File: src/rtl/icnt_fetch_pkg.sv
package icnt_fetch_pkg;
   function automatic int unsigned width_of(input int unsigned n);
      return (n > 1) ? $clog2(n) : 1;
   endfunction
endpackage

File: src/rtl/icnt_inflight_ctr.sv
module icnt_inflight_ctr #(
   parameter int unsigned CNT_W       = 7,
   parameter int unsigned AMT_W       = 3,
   parameter int unsigned FETCH_WIDTH = 4,
   parameter int unsigned MAX_INFLIGHT = 64
) (
   input  logic             clk,
   input  logic             rst_n,
   input  logic             inc,
   input  logic [AMT_W-1:0] ret,
   input  logic [AMT_W-1:0] sq,
   output logic [CNT_W-1:0] cnt
);
   localparam int unsigned SW = ((CNT_W > AMT_W) ? CNT_W : AMT_W) + 2;

   logic [SW-1:0] grown;
   logic [SW-1:0] shrink;
   logic [CNT_W-1:0] nxt;

   always_comb begin
      grown  = SW'(cnt) + (inc ? SW'(FETCH_WIDTH) : '0);
      shrink = SW'(ret) + SW'(sq);
      if (grown <= shrink)
         nxt = '0;
      else if ((grown - shrink) > SW'(MAX_INFLIGHT))
         nxt = CNT_W'(MAX_INFLIGHT);
      else
         nxt = CNT_W'(grown - shrink);
   end

   always_ff @(posedge clk) begin
      if (!rst_n) cnt <= '0;
      else        cnt <= nxt;
   end
endmodule

File: src/rtl/icnt_pick.sv
module icnt_pick #(
   parameter int unsigned NUM_THREADS = 2,
   parameter int unsigned CNT_W       = 7,
   parameter int unsigned TID_W       = 1
) (
   input  logic [NUM_THREADS-1:0]       elig,
   input  logic [NUM_THREADS*CNT_W-1:0] cnts,
   input  logic [TID_W-1:0]             ptr,
   input  logic                         hold_vld,
   input  logic [TID_W-1:0]             hold_tid,
   output logic                         pick_vld,
   output logic [TID_W-1:0]             pick_tid
);
   logic [CNT_W-1:0] best;
   int unsigned idx;

   always_comb begin
      pick_vld = 1'b0;
      pick_tid = '0;
      best     = '0;
      idx      = 0;
      if (hold_vld && elig[hold_tid]) begin
         pick_vld = 1'b1;
         pick_tid = hold_tid;
      end else begin
         for (int unsigned i = 0; i < NUM_THREADS; i++) begin
            idx = int'(ptr) + i;
            if (idx >= NUM_THREADS) idx = idx - NUM_THREADS;
            if (elig[idx] && (!pick_vld || (cnts[idx*CNT_W +: CNT_W] < best))) begin
               pick_vld = 1'b1;
               pick_tid = TID_W'(idx);
               best     = cnts[idx*CNT_W +: CNT_W];
            end
         end
      end
   end
endmodule

File: src/rtl/icnt_fetch_sel.sv
module icnt_fetch_sel
   import icnt_fetch_pkg::*;
#(
   parameter int unsigned NUM_THREADS  = 2,
   parameter int unsigned QUEUE_DEPTH  = 32,
   parameter int unsigned FETCH_WIDTH  = 4,
   parameter int unsigned AMT_W        = 3,
   parameter int unsigned MAX_INFLIGHT = 64,
   parameter int unsigned OCC_W        = $clog2(QUEUE_DEPTH + 1),
   parameter int unsigned TID_W        = width_of(NUM_THREADS)
) (
   input  logic                         clk,
   input  logic                         rst_n,
   input  logic [NUM_THREADS-1:0]       thr_active,
   input  logic [NUM_THREADS-1:0]       thr_ready,
   input  logic                         fetch_ready,
   input  logic [NUM_THREADS*AMT_W-1:0] retire_amt,
   input  logic [NUM_THREADS*AMT_W-1:0] squash_amt,
   input  logic [NUM_THREADS*OCC_W-1:0] queue_occ,
   output logic                         fetch_valid,
   output logic [TID_W-1:0]             fetch_tid
);
   localparam int unsigned CNT_W   = $clog2(MAX_INFLIGHT + 1);
   localparam int unsigned PER_CAP = QUEUE_DEPTH / NUM_THREADS;

   if (NUM_THREADS < 1) begin : g_bad_threads
      $error("NUM_THREADS must be at least 1");
   end
   if (FETCH_WIDTH > MAX_INFLIGHT) begin : g_bad_fw
      $error("FETCH_WIDTH exceeds MAX_INFLIGHT");
   end
   if (PER_CAP < 1) begin : g_bad_cap
      $error("QUEUE_DEPTH too small for NUM_THREADS");
   end

   logic [NUM_THREADS-1:0]       elig;
   logic [NUM_THREADS*CNT_W-1:0] cnts;
   logic                         multi;
   logic                         accept;
   logic [TID_W-1:0]             ptr;
   logic                         hold_vld;
   logic [TID_W-1:0]             hold_tid;

   assign multi  = $countones(thr_active) > 1;
   assign accept = fetch_valid && fetch_ready;

   for (genvar t = 0; t < NUM_THREADS; t++) begin : g_thr
      logic over_cap;
      if (NUM_THREADS > 1) begin : g_capped
         assign over_cap = multi && (queue_occ[t*OCC_W +: OCC_W] >= OCC_W'(PER_CAP));
      end else begin : g_solo
         assign over_cap = 1'b0;
      end
      assign elig[t] = thr_active[t] && thr_ready[t] && !over_cap;

      icnt_inflight_ctr #(
         .CNT_W(CNT_W), .AMT_W(AMT_W),
         .FETCH_WIDTH(FETCH_WIDTH), .MAX_INFLIGHT(MAX_INFLIGHT)
      ) u_ctr (
         .clk(clk), .rst_n(rst_n),
         .inc(accept && (fetch_tid == TID_W'(t))),
         .ret(retire_amt[t*AMT_W +: AMT_W]),
         .sq(squash_amt[t*AMT_W +: AMT_W]),
         .cnt(cnts[t*CNT_W +: CNT_W])
      );
   end

   icnt_pick #(
      .NUM_THREADS(NUM_THREADS), .CNT_W(CNT_W), .TID_W(TID_W)
   ) u_pick (
      .elig(elig), .cnts(cnts), .ptr(ptr),
      .hold_vld(hold_vld), .hold_tid(hold_tid),
      .pick_vld(fetch_valid), .pick_tid(fetch_tid)
   );

   always_ff @(posedge clk) begin
      if (!rst_n) begin
         ptr      <= '0;
         hold_vld <= 1'b0;
         hold_tid <= '0;
      end else begin
         hold_vld <= fetch_valid && !fetch_ready;
         hold_tid <= fetch_tid;
         if (accept) begin
            if (fetch_tid == TID_W'(NUM_THREADS - 1)) ptr <= '0;
            else                                       ptr <= fetch_tid + TID_W'(1);
         end
      end
   end
endmodule

File: config.mk
export PLATFORM = sky130hd
export DESIGN_NAME = icnt_fetch_sel
export DESIGN_NICKNAME = d
export VERILOG_FILES = /design/src/rtl/icnt_fetch_pkg.sv /design/src/rtl/icnt_inflight_ctr.sv /design/src/rtl/icnt_pick.sv /design/src/rtl/icnt_fetch_sel.sv
export SDC_FILE = /design/constraint.sdc
export NUM_CORES = 1
export LEC_CHECK = 0
export ABC_AREA = 1
export BUFFER_PORTS_ARGS = -buffer_cell sky130_fd_sc_hd__buf_2
export CORE_UTILIZATION = 56
export DETAILED_ROUTE_END_ITERATION = 10
export PLACE_DENSITY = 0.83
export SYNTH_ARGS = -nofsm -noshare
export SYNTH_HDL_FRONTEND = slang
export SYNTH_SLANG_ARGS = --single-unit
File: constraint.sdc
create_clock -name clk -period 5 [get_ports clk]
set_input_delay 0.75 -clock clk [delete_from_list [all_inputs] [get_ports clk]]
set_output_delay 0.75 -clock clk [all_outputs]
set_load 0.02 [all_outputs]
==> metrics.md <==
| Metric | Value |
|---|---|
| Status | `finished, final reports clean` |
| Routability Congestion | `around 0.83` |
| I/O Buffers | `24` |
| Hold EP | `hold_vld` |
| Register area share after synthesis | `about a fifth` |
| Pins over their slew limit | `0` |
| Cell count after synthesis | `261` |
| Power Dens Cells | `190.8 nW/µm²` |
| Async set-reset flop share out of synthesis | `0%` |
| Slowest stage delay, CP | `0.36 ns` |
| Drt first pass iters | `4` |
| Static leakage | `1.062 nW` |
| Final #Nets | `roughly 350` |
| Prevailing post-synth register cell | `dfxtp_1` |
| Flops & latches, synth | `17` |
| Post-synth EDFFs | `0` |
| Max-Cap Viols | `0` |
| Starting DRT DRC Count | `52` |
| Cells on Worst Hold Path | `2` |
| Number of setup violations in the final report | `0` |
| Root Buffer | `clkbuf_4` |
| Final Hold Vio Count | `0` |
| Worst skew pair latency | `0.29 ns` |
| Area after DPL | `1946 µm²` |
| Reg2reg end | `g_thr[1].u_ctr.cnt[0]` |
| Worst EP required | `~5.2 ns` |
| Max Fclk | `approximately 0.22 GHz` |
| Post-DP HPWL | `approximately 2800 µm` |
| Period utilization | `90.27%` |
| Die footprint | `3399 µm²` |
| Tightest hold margin | `between 0.6 and 0.7 ns` |
| Hold_sp | `fetch_ready` |
| CTS tree | `built` |
| Worst R2R Path Depth | `28` |
| Final Instance Area | `around 2000 µm²` |
| Row cnt | `20` |
| Die height | `58.31 µm` |
| Register area | `between 300 and 400 µm²` |
| TritonCTS buffer count | `3` |
| Mean Syn Cell Area | `6.803 µm²` |
| IO Pins | `33` |
| Finished Layout Cells | `332` |
| Minimum clock period | `4.514 ns` |
| Vias/cell | `5.099` |
| Hold Crit Class | `in -> reg` |
| Die X | `around 58 µm` |
| Count leader, synth | `nand2_1` |
| Least-Margin Pin Slew | `about 0.44 ns` |
| Share of layout cells above drive strength 1 | `approximately 14%` |
| Post-Syn Area | `approximately 1800 µm²` |
| Post-synth cell types | `31` |
| Kind of critical path | `in -> reg` |
| Flop2flop setup slack | `0.81 ns` |
| Worst Skew | `0.002013 ns` |
| DRC errors left | `0` |
| Post-route ant nets | `0` |
| Critical Path Sink Type | `register` |
| Largest net degree at the start of global routing | `15` |
| Routed len/inst | `9.877 µm` |
| Starting Density | `58.64%` |
| Max Fanout on Critical Path | `7` |
| Via count | `1693` |
| Final Power | `about 0.38 mW` |
| Crit-path slowest cell | `ha_1` |
| CP most frequent cell | `nand2_1` |
| Placed Instances | `roughly 330` |
| Ant. Diodes | `0` |
| Vias in the first global route | `~1.6k` |
| RSZ-0062 raised after global routing | `no` |
| Antenna violations before repair | `0` |
| Htree depth | `1` |
| Mapped Nets | `320` |
| Area of the multi-input gates | `1284 µm²` |
| CTS Buffer Depth | `2` |
| Synth top cells by count | `nand2_1, inv_1, nor2_1` |
| GRT overflow | `0` |
| Reg clk slew, reported paths | `about 0.1 ns` |
| GR Util All Layers | `21.60%` |
| WL final | `3279 µm` |
| Worst slew margin | `70.41%` |
| First-pass GRT wire length | `between 5000 and 6000 µm` |
| Core area | `roughly 3000 µm²` |
| Post-synth top area cell | `dfxtp_1` |
| Worst Setup Start Kind | `input port` |
| Top cells by area, synth | `dfxtp_1, ha_1, nand2_1, inv_1, nor2_1` |
| Filler instances | `~280` |
| Setup TNS | `0 ns` |
| Post-synth top area share | `between 10% and 20%` |
| CP arrival | `4.75 ns` |
| Sink Count | `17` |
| Area growth syn-to-layout | `11.98%` |
| Worst IR drop on VDD | `218.5 µV` |
| Synth warnings | `0` |
==> worst max-delay path by stage <==
stage            startpoint                    end  depth (start not counted)
2_1_floorplan  queue_occ[4]  g_thr[1].u_ctr.cnt[5]                         30
3_3_place_gp   queue_occ[4]  g_thr[1].u_ctr.cnt[0]                         31
5_1_grt        queue_occ[4]  g_thr[1].u_ctr.cnt[5]                         31
3_5_place_dp   queue_occ[4]  g_thr[1].u_ctr.cnt[1]                         31
4_1_cts        queue_occ[4]  g_thr[1].u_ctr.cnt[1]                         31
6_report       queue_occ[4]  g_thr[1].u_ctr.cnt[0]                         31
==> cells in the final DEF, fill, tap and decap left out, types with 3 or more instances in the layout <==
cell / instances
a21o_1: 3
a21oi_1: 11
buf_2: 24
clkbuf_4: 3
dfxtp_1: 17
fa_1: 4
ha_1: 24
inv_1: 39
nand2_1: 60
nand3_1: 18
nor2_1: 32
o211ai_1: 7
o21ai_0: 8
xnor2_1: 4
xor2_1: 12
==> critical path: cells and delay by family <==
| kind | cells | cell delay (ns) |
|---|---|---|
| simple gates | 17 | 1.60 |
| compound gates | 5 | 0.83 |
| fa+ha+maj | 4 | 1.10 |
| xor+xnor | 1 | 0.17 |
| buf+inv | 4 | 0.30 |
==> stage by stage <==
| stage | setup slack [ns] | utilization (%) |
|---|---|---|
| 3_5_place_dp | 0.1206 | 64.26 |
| 5_1_grt | 0.07127 | 65.66 |
| 6_report | 0.4863 | 65.66 |
| 4_1_cts | 0.4104 | 65.17 |
| 2_1_floorplan | 0.7114 | - |
| 3_3_place_gp | 0.1469 | 64.26 |
==> flip-flops by register name, summed over array words and instances (netlist names), named ones only <==
| register | flops |
|---|---|
| g_thr.u_ctr.cnt | 14 |
| hold_tid | 1 |
| hold_vld | 1 |
==> power breakdown <==
part / switching [mW] / internal [mW] / leakage, nW
Sequential: 0.00533 / 0.140 / 0.137
Clock: 0.0447 / 0.0298 / 0.0177
Combinational: 0.0945 / 0.0650 / 0.906
==> layout make-up <==
type	instances	share of cell area, %
Sequential cell	17	17.12
Clock inverter	1	0.2517
Multi-Input combinational cell	202	64.57
Tap cell	44	2.769
Inverter	39	7.363
Clock buffer	3	1.133
Timing Repair Buffer	26	6.797
==> routing by layer <==
layer | part of all wire, % | up-vias | track usage [%]
li1 | - | 900 | -
met1 | 46 | 747 | 25.45
met2 | 49 | 44 | 40.89
met3 | 5.0 | 2 | 4.615
met4 | 0.27 | 0 | 3.061
met5 | 0 | - | 0
==> cells by family (layout without fill, tap and decap cells) <==
| group | count (synthesis) | after routing | synth area share, % |
|---|---|---|---|
| buffers and inverters | 42 | 69 | 8.949 |
| flip-flops | 17 | 17 | 19.17 |
| AND/OR/NAND/NOR | 120 | 120 | 28.54 |
| AO/OA/AOI/OAI | 37 | 37 | 13.11 |
| XOR/XNOR | 17 | 17 | 8.809 |
| adder cells (fa/ha/maj) | 28 | 28 | 21.42 |
==> timing repair <==
action | in CTS | in global routing
setup endpoints to repair | 0 | 6
resized for setup | 0 | 3
setup buffers | 0 | 1
hold buffers | 0 | 0
Power figures use the tool's default switching activity.
